`src/rtl/blkxfer_seq.sv`:
```
module blkxfer_seq #(
  parameter int LIST_W = 16,
  parameter int ADDR_W = 32
) (
  input  logic              clk,
  input  logic              rst_n,
  input  logic              start,
  input  logic [LIST_W-1:0] reg_list,
  input  logic [ADDR_W-1:0] base_addr,
  input  logic              pre_idx,
  input  logic              up,
  input  logic              psr_force,
  input  logic              wb_en,
  input  logic              load_dir,
  output logic              busy,
  output logic              xfer_valid,
  output logic [$clog2(LIST_W)-1:0] xfer_reg,
  output logic [ADDR_W-1:0] xfer_addr,
  output logic              xfer_load,
  output logic              xfer_psr,
  output logic              done,
  output logic              wb_valid,
  output logic [ADDR_W-1:0] wb_value
);
  localparam int IDX_W = $clog2(LIST_W);
  localparam int CNT_W = $clog2(LIST_W + 1);

  typedef enum logic [1:0] {S_IDLE, S_XFER, S_FIN} state_t;

  state_t            state;
  logic [LIST_W-1:0] rem;
  logic [ADDR_W-1:0] addr_q, wbv_q;
  logic              load_q, psr_q, wb_q;
  logic [CNT_W-1:0]  cnt;
  logic [ADDR_W-1:0] span, first_addr;
  logic [IDX_W-1:0]  low_idx;
  logic [LIST_W-1:0] rem_next;

  always_comb begin
    cnt = '0;
    for (int i = 0; i < LIST_W; i++) cnt = cnt + CNT_W'(reg_list[i]);
  end

  always_comb begin
    low_idx = '0;
    for (int i = LIST_W - 1; i >= 0; i--) if (rem[i]) low_idx = IDX_W'(i);
  end

  assign span       = ADDR_W'(cnt) << 2;
  assign first_addr = up ? (pre_idx ? base_addr + ADDR_W'(4) : base_addr)
                         : (pre_idx ? base_addr - span : base_addr - span + ADDR_W'(4));
  assign rem_next   = rem & (rem - LIST_W'(1));

  always_ff @(posedge clk or negedge rst_n) begin
    if (!rst_n) begin
      state  <= S_IDLE;
      rem    <= '0;
      addr_q <= '0;
      wbv_q  <= '0;
      load_q <= 1'b0;
      psr_q  <= 1'b0;
      wb_q   <= 1'b0;
    end else begin
      case (state)
        S_IDLE: if (start) begin
          rem    <= reg_list;
          addr_q <= first_addr;
          wbv_q  <= up ? base_addr + span : base_addr - span;
          load_q <= load_dir;
          psr_q  <= psr_force;
          wb_q   <= wb_en && (reg_list != '0);
          state  <= (reg_list == '0) ? S_FIN : S_XFER;
        end
        S_XFER: begin
          rem    <= rem_next;
          addr_q <= addr_q + ADDR_W'(4);
          if (rem_next == '0) state <= S_FIN;
        end
        default: state <= S_IDLE;
      endcase
    end
  end

  assign busy       = (state != S_IDLE);
  assign xfer_valid = (state == S_XFER);
  assign xfer_reg   = low_idx;
  assign xfer_addr  = addr_q;
  assign xfer_load  = load_q;
  assign xfer_psr   = psr_q;
  assign done       = (state == S_FIN);
  assign wb_valid   = done && wb_q;
  assign wb_value   = wbv_q;

  p_addr_step_r4: assert property (@(posedge clk) disable iff (!rst_n)
    xfer_valid && $past(xfer_valid) |-> xfer_addr == $past(xfer_addr) + ADDR_W'(4));

  p_reg_rising_r3: assert property (@(posedge clk) disable iff (!rst_n)
    xfer_valid && $past(xfer_valid) |-> xfer_reg > $past(xfer_reg));

  p_done_pulse_r6: assert property (@(posedge clk) disable iff (!rst_n)
    done |=> !done && !busy);

  p_wb_with_done_r7: assert property (@(posedge clk) disable iff (!rst_n)
    wb_valid |-> done);

  p_hold_dir_r9: assert property (@(posedge clk) disable iff (!rst_n)
    busy && !done |=> busy && $stable(xfer_load) && $stable(xfer_psr));

  p_selected_r3: assert property (@(posedge clk) disable iff (!rst_n)
    xfer_valid |-> rem[xfer_reg]);
endmodule

```
`config.mk`:
```
export PLATFORM = sky130hd
export DESIGN_NAME = blkxfer_seq
export DESIGN_NICKNAME = d
export VERILOG_FILES = /design/src/rtl/blkxfer_seq.sv
export SDC_FILE = /design/constraint.sdc
export NUM_CORES = 1
export LEC_CHECK = 0
export BUFFER_PORTS_ARGS = -buffer_cell sky130_fd_sc_hd__buf_2
export CORE_ASPECT_RATIO = 1.5
export CORE_MARGIN = 10
export CORE_UTILIZATION = 54
export CTS_BUF_LIST = sky130_fd_sc_hd__clkbuf_16
export DETAILED_ROUTE_END_ITERATION = 6
export PLACE_DENSITY = 0.88
export SLEW_MARGIN = 25
export SYNTH_ARGS = -nofsm -noshare
export SYNTH_HDL_FRONTEND = slang
export SYNTH_SLANG_ARGS = --single-unit
```
`constraint.sdc`:
```
create_clock -name clk -period 3.6 [get_ports clk]
set_input_delay 0.72 -clock clk [delete_from_list [all_inputs] [get_ports clk]]
set_output_delay 0.72 -clock clk [all_outputs]
set_load 0.005 [all_outputs]
```
== Yosys cells after proc, flatten, opt, wreduce, memory -nomap -nowiden ==
Index checks and enable logic that the tools add are counted.

* Add/sub/neg operators: 21
* Bitwise logic cells: 1
* Reductions and logical operators: 11
* Magnitude comparators: 0
* Mux-type cells: 28
* Equality and inequality tests: 4
* Shift-type cells: 0
* Divide/modulo/power cells: 0
* Multipliers: 0

{| class="wikitable"
|+ Operator list
! kind !! count
|-
| $mux W32 || 5
|-
| $add A32 B3 Y32 const B || 3
|-
| $mux W4 || 16
|-
| $pmux W32 S2 || 1
|-
| $add A5 B1 Y5 || 11
|-
| $add A32 B7 Y32 || 1
|-
| $logic_not A16 Y1 || 2
|-
| $pmux W16 S2 || 1
|-
| $sub A32 B7 Y32 || 1
|-
| $and A16 B16 Y16 || 1
|-
| $mux W16 || 1
|-
| $reduce_bool A16 Y1 || 1
|-
| $sub A16 B1 Y16 const B || 1
|-
| $mux W2 || 3
|-
| $reduce_and A2 Y1 || 3
|-
| $add A4 B1 Y5 || 1
|-
| $add A3 B1 Y4 || 1
|-
| $pmux W2 S2 || 1
|-
| $reduce_bool A2 Y1 || 2
|-
| $add A2 B1 Y3 || 1
|-
| $add A1 B1 Y2 || 1
|-
| $eq A2 B1 Y1 const B || 1
|-
| $eq A2 B2 Y1 const B || 1
|-
| $logic_and A1 B1 Y1 || 2
|-
| other kinds (3) || 3
|}

* Input port bits: 56
* Logic and storage cells: 72
* ROM bits: 0
* Bits in latches: 0
* Output and inout bits: 74
* Bits in writable memories: 0
* Memories: 0
* Flip-flop bits (word level): 85

== Depth between registers and ports, before layout ==
* Depth in word-level cells: 21
* Depth in mapped cells: 25
* Gate-level depth less buffers: 23

== Worst setup path before layout ==
OpenSTA, ideal clock, no wires.

* Kind: input port to flip-flop
* Start: in reg_list[0]
* End: reg addr_q[27], in the netlist xfer_addr[27]
* Stages: 21
* Buffers on the path: 1
* Arrival time: 6.645 ns
* Path slack: -3.169 ns
* Library setup time: 0.123 ns
* Cells stage by stage: inv_1 > fa_1 > fa_1 > fa_1 > fa_1 > inv_1 > ha_1 > fa_1 > a21o_1 > and2_1 > ha_1 > nor4_1 > or4_1 > clkbuf_1 > or4_1 > a211o_1 > a21bo_1 > or4_1 > o221ai_1 > mux2i_1 > nor2_1

* Cells in the longest elaborated chain, start to end: 21

{| class="wikitable"
|+ Ends and longest elaborated chain
! item !! line !! text
|-
| from (decl) || 8 || <nowiki>input logic [LIST_W-1:0] reg_list,</nowiki>
|-
| $add A1 B1 Y2 * || 41 || <nowiki>for (int i = 0; i < LIST_W; i++) cnt = cnt + CNT_W'(reg_list[i]);</nowiki>
|-
| $add A2 B1 Y3 * || 41 ||
|-
| $add A3 B1 Y4 * || 41 ||
|-
| $add A4 B1 Y5 * || 41 ||
|-
| $add A5 B1 Y5 * (11 in series) || 41 ||
|-
| $sub A32 B7 Y32 * || 51 || <nowiki>: (pre_idx ? base_addr - span : base_addr - span + ADDR_W'(4));</nowiki>
|-
| $add A32 B3 Y32 || 51 ||
|-
| $mux W32 * || 51 ||
|-
| $mux W32 * || 50 || <nowiki>assign first_addr = up ? (pre_idx ? base_addr + ADDR_W'(4) : base_addr)</nowiki>
|-
| $mux W32 * || 65 || <nowiki>S_IDLE: if (start) begin</nowiki>
|-
| $pmux W32 S2 * || 64 || <nowiki>case (state)</nowiki>
|-
| to (signal assigned) || 67 || <nowiki>addr_q <= first_addr;</nowiki>
|-
| to (signal assigned) || 76 || <nowiki>addr_q <= addr_q + ADDR_W'(4);</nowiki>
|-
| to (decl) || 32 || <nowiki>logic [ADDR_W-1:0] addr_q, wbv_q;</nowiki>
|}

Every way passes the cells marked *; elsewhere a longest branch is shown, timed or not. The select of a mux whose other input is x is not followed.
A chain may end at the register's enable or synchronous reset.

== Worst setup path after layout ==
* Start: in reg_list[15]
* End: reg addr_q[17], in the netlist xfer_addr[17]

* Cells in the longest elaborated chain, start to end: 7

{| class="wikitable"
|+ Ends and longest elaborated chain
! item !! line
|-
| $add A5 B1 Y5 * || 41
|-
| $sub A32 B7 Y32 * || 51
|-
| $add A32 B3 Y32 || 51
|-
| $mux W32 * || 51
|-
| $mux W32 * || 50
|-
| $mux W32 * || 65
|-
| $pmux W32 S2 * || 64
|}

Marks and branches as above.

==> metrics.md <==
| Metric | Value |
|---|---|
| Status | `finished with violations` |
| Failing checks | `design-rule violations, negative setup slack` |
| Critical path peak fanout | `6` |
| R2r startpoint | `rem[3]` |
| Place WS | `-3.27 ns` |
| Die area | `19800 µm²` |
| H-tree depth | `3` |
| Die span in y | `167 µm` |
| Commonest non-fill, non-tap cell in the layout | `buf_4` |
| Antenna-violating nets left | `0` |
| Area Growth Syn to Fin | `47.2%` |
| Largest family of logic cells by synthesized area | `simple AND/OR/NAND/NOR gates` |
| Max_slew headroom | `0.221` |
| FFs w/ async S/R, synth | `1.00` |
| Yosys top cell area share | `0.272` |
| IO buf count | `129` |
| Max-cap viol count | `0` |
| CP endpoint kind | `flop` |
| Worst-path clk slew | `0.07 ns` |
| Worst R2R Path Depth | `9` |
| Worst slew pin tran | `1.17 ns` |
| Die W | `118 µm` |
| Antenna violations before repair | `0` |
| RSZ-0062 raised after global routing | `true` |
| Post-synth top area cell | `dfrtp_1` |
| Delay of the slowest cell on the worst path | `0.58 ns` |
| Slew Limit Fails | `0` |
| Gr usage total | `0.337` |
| Flop2flop setup slack | `0.36 ns` |
| Clk buf depth | `2` |
| Final setup fails | `59` |
| Synth warnings | `0` |
| Most frequent cells in the layout | `buf_4 (168), buf_2 (124), nand2_1 (112)` |
| Clock Latency Late Sink | `0.37 ns` |
| Post-Synth Adder-Cell Area | `0.0666` |
| Maximum vdd drop | `522 µV` |
| Crit path top cell by count | `fa_1` |
| Router iterations before antenna repair | `7` |
| Initial core utilization | `0.553` |
| Post-Synth XOR/XNOR Area | `0.106` |
| Placement Rows | `53` |
| Worst flop-to-flop path endpoint | `state[1]` |
| WP data required | `3.79 ns` |
| EDFF count, synth | `0` |
| Mux contribution to synthesized area | `0.0274` |
| Synth area leaders | `dfrtp_1 (27%), nand2_1 (5.8%), xnor2_1 (5.7%), xor2_1 (4.9%), o21ai_0 (4.1%)` |
| Num CTS Buffers | `9` |
| Ports | `130` |
| Power density over the cells | `850 nW/µm²` |
| Clk sink count | `85` |
| Synth Area in Compound Gates | `0.201` |
| #FFs+latches synth | `85` |
| Worst hold slack | `0.376 ns` |
| GR Overflow Total | `0` |
| Slowest-stage cell, CP | `fa_1` |
| Drt initial violations | `2037` |
| Final WS setup | `-3.20 ns` |
| DP HPWL | `22700 µm` |
| Vias in the first global route | `9896` |
| Synth Cell Area | `7820 µm²` |
| Ant diodes | `0` |
| Drt wl/cell | `25.8 µm` |
| TritonCTS clock tree | `built` |
| Min cycle time layout | `6.80 ns` |
| Post-synthesis simple-gate area fraction | `0.268` |
| Root Buffer | `clkbuf_16` |
| Post-Syn Instances | `1006` |
| DR DRC count | `42` |
| Predominant post-synthesis flop cell | `dfrtp_1` |
| Post-route clock period utilization | `1.89` |
| Final net count | `1370` |
| First-pass GRT wire length | `54400 µm` |
| Count of cell types in the netlist | `77` |
| Post-Syn Nets | `1094` |
| Share of cells above drive strength 1 | `0.402` |
| Sequential cell area fraction in the yosys report | `0.272` |
| Core box area | `14100 µm²` |
| Final wirelength | `38200 µm` |
| Final setup TNS | `-130.23 ns` |
| Cells along the critical path | `buf_4 > inv_8 > fa_1 > fa_1 > fa_1 > fa_1 > inv_2 > ha_4 > fa_2 > a21o_1 > and2_4 > ha_4 > nor4_4 > or4_4 > buf_4 > nor3_1 > xnor2_1 > buf_4 > a21boi_4 > buf_6 > a31oi_4 > o2bb2ai_2 > xnor2_1 > o221ai_1` |
| Gpl congestion | `1.01` |
| CTS Hold Buffers Added | `0` |
| Leak Pwr | `5.05 nW` |
| Largest net degree at the start of global routing | `77` |
| Final hold violations | `0` |
| Worst Setup Start Kind | `primary input` |
| Kind of critical path | `in -> reg` |
| Fmax | `147 MHz` |
| Clock skew | `0.0124 ns` |
| Total number of vias | `10.4k` |
| Worst Path Arrival | `6.99 ns` |
| Synth Area per Inst | `7.77 µm²` |
| HP Class | `in -> async` |
| Vias per Instance | `7.05` |
==> layer usage <==
metal  global-route usage  wire, µm  up-vias
met5                    0         0        -
met4                0.251      3780        0
met3               0.0724      4630      414
met2                0.552     17200     1117
met1                0.378     12500     4723
li1                     -         -     4169
==> cells in the mapped netlist, types with 15 or more instances <==
library cell  count
or3_1            18
nor3_1           41
xnor2_1          51
nand2_1         120
inv_1            46
nor2_1           68
dfrtp_1          85
a21oi_1          48
ha_1             20
xor2_1           44
clkbuf_1         53
and3_1           15
o21ai_0          64
nand4_1          20
mux2i_1          18
nor4_1           23
nand3_1          44
==> stage by stage <==
step / utilization / total power, mW / cells / cell area [µm²]
floorplan: - / 4.91 / 1006 / 8090
global placement: 0.708 / 6.82 / 1434 / 10000
detailed placement: 0.708 / 7.04 / 1434 / 10000
CTS: 0.790 / 9.01 / 1474 / 11200
global route: 0.815 / 10.2 / 1479 / 11500
finish: 0.815 / 9.79 / 1479 / 11500
==> critical path, delay by kind of cell <==
family / cells / cell delay, ns
buffers and inverters: 6 / 0.77
adder cells (fa/ha/maj): 7 / 2.87
AND/OR/NAND/NOR: 4 / 0.99
AO/OA/AOI/OAI: 5 / 1.23
XOR/XNOR: 2 / 0.40
==> repair_timing <==
item,4_1_cts,5_1_grt
setup buffers,29,10
endpoints found under the setup margin,59,59
pin swaps,104,48
hold endpoints to repair,0,0
gates resized for setup,155,64
==> sequential cells by signal, indices dropped and copies added (netlist names) <==
signal	count
rem	16
wb_q	1
state	2
wb_value	32
xfer_addr	32
xfer_load	1
xfer_psr	1
==> cell families after synthesis <==
logic type               Yosys count
flip-flops                        85
XOR/XNOR                          95
AND/OR/NAND/NOR                  413
adder cells (fa/ha/maj)           35
multiplexers                      21
AO/OA/AOI/OAI                    243
buffers and inverters            114
==> final cells by class <==
type	count	area (µm²)
clock buffer	9	225
clock inverter	7	128
fill	801	2620
inverter	47	189
multi-input combinational	807	6260
sequential	85	2130
tap	192	240
timing repair buffer	332	2340
==> report_power, final <==
part	internal [mW]	total [mW]	switching [mW]
sequential	1.41	1.94	0.530
combinational	3.00	6.67	3.67
clock	0.691	1.18	0.489
==> how the worst max path moves through the flow <==
stage / startpoint / to / slack, ns / cells past startpoint
after global placement: reg_list[15] / xfer_addr[27] / -3.18 / 21
after detailed placement: reg_list[15] / xfer_addr[27] / -3.27 / 21
after floorplan: reg_list[15] / xfer_addr[16] / -2.96 / 22
after CTS: reg_list[0] / xfer_addr[16] / -2.78 / 22
after global routing: reg_list[3] / xfer_addr[17] / -3.25 / 24
final: reg_list[15] / xfer_addr[17] / -3.20 / 24
(Power assumes the default switching activity.)
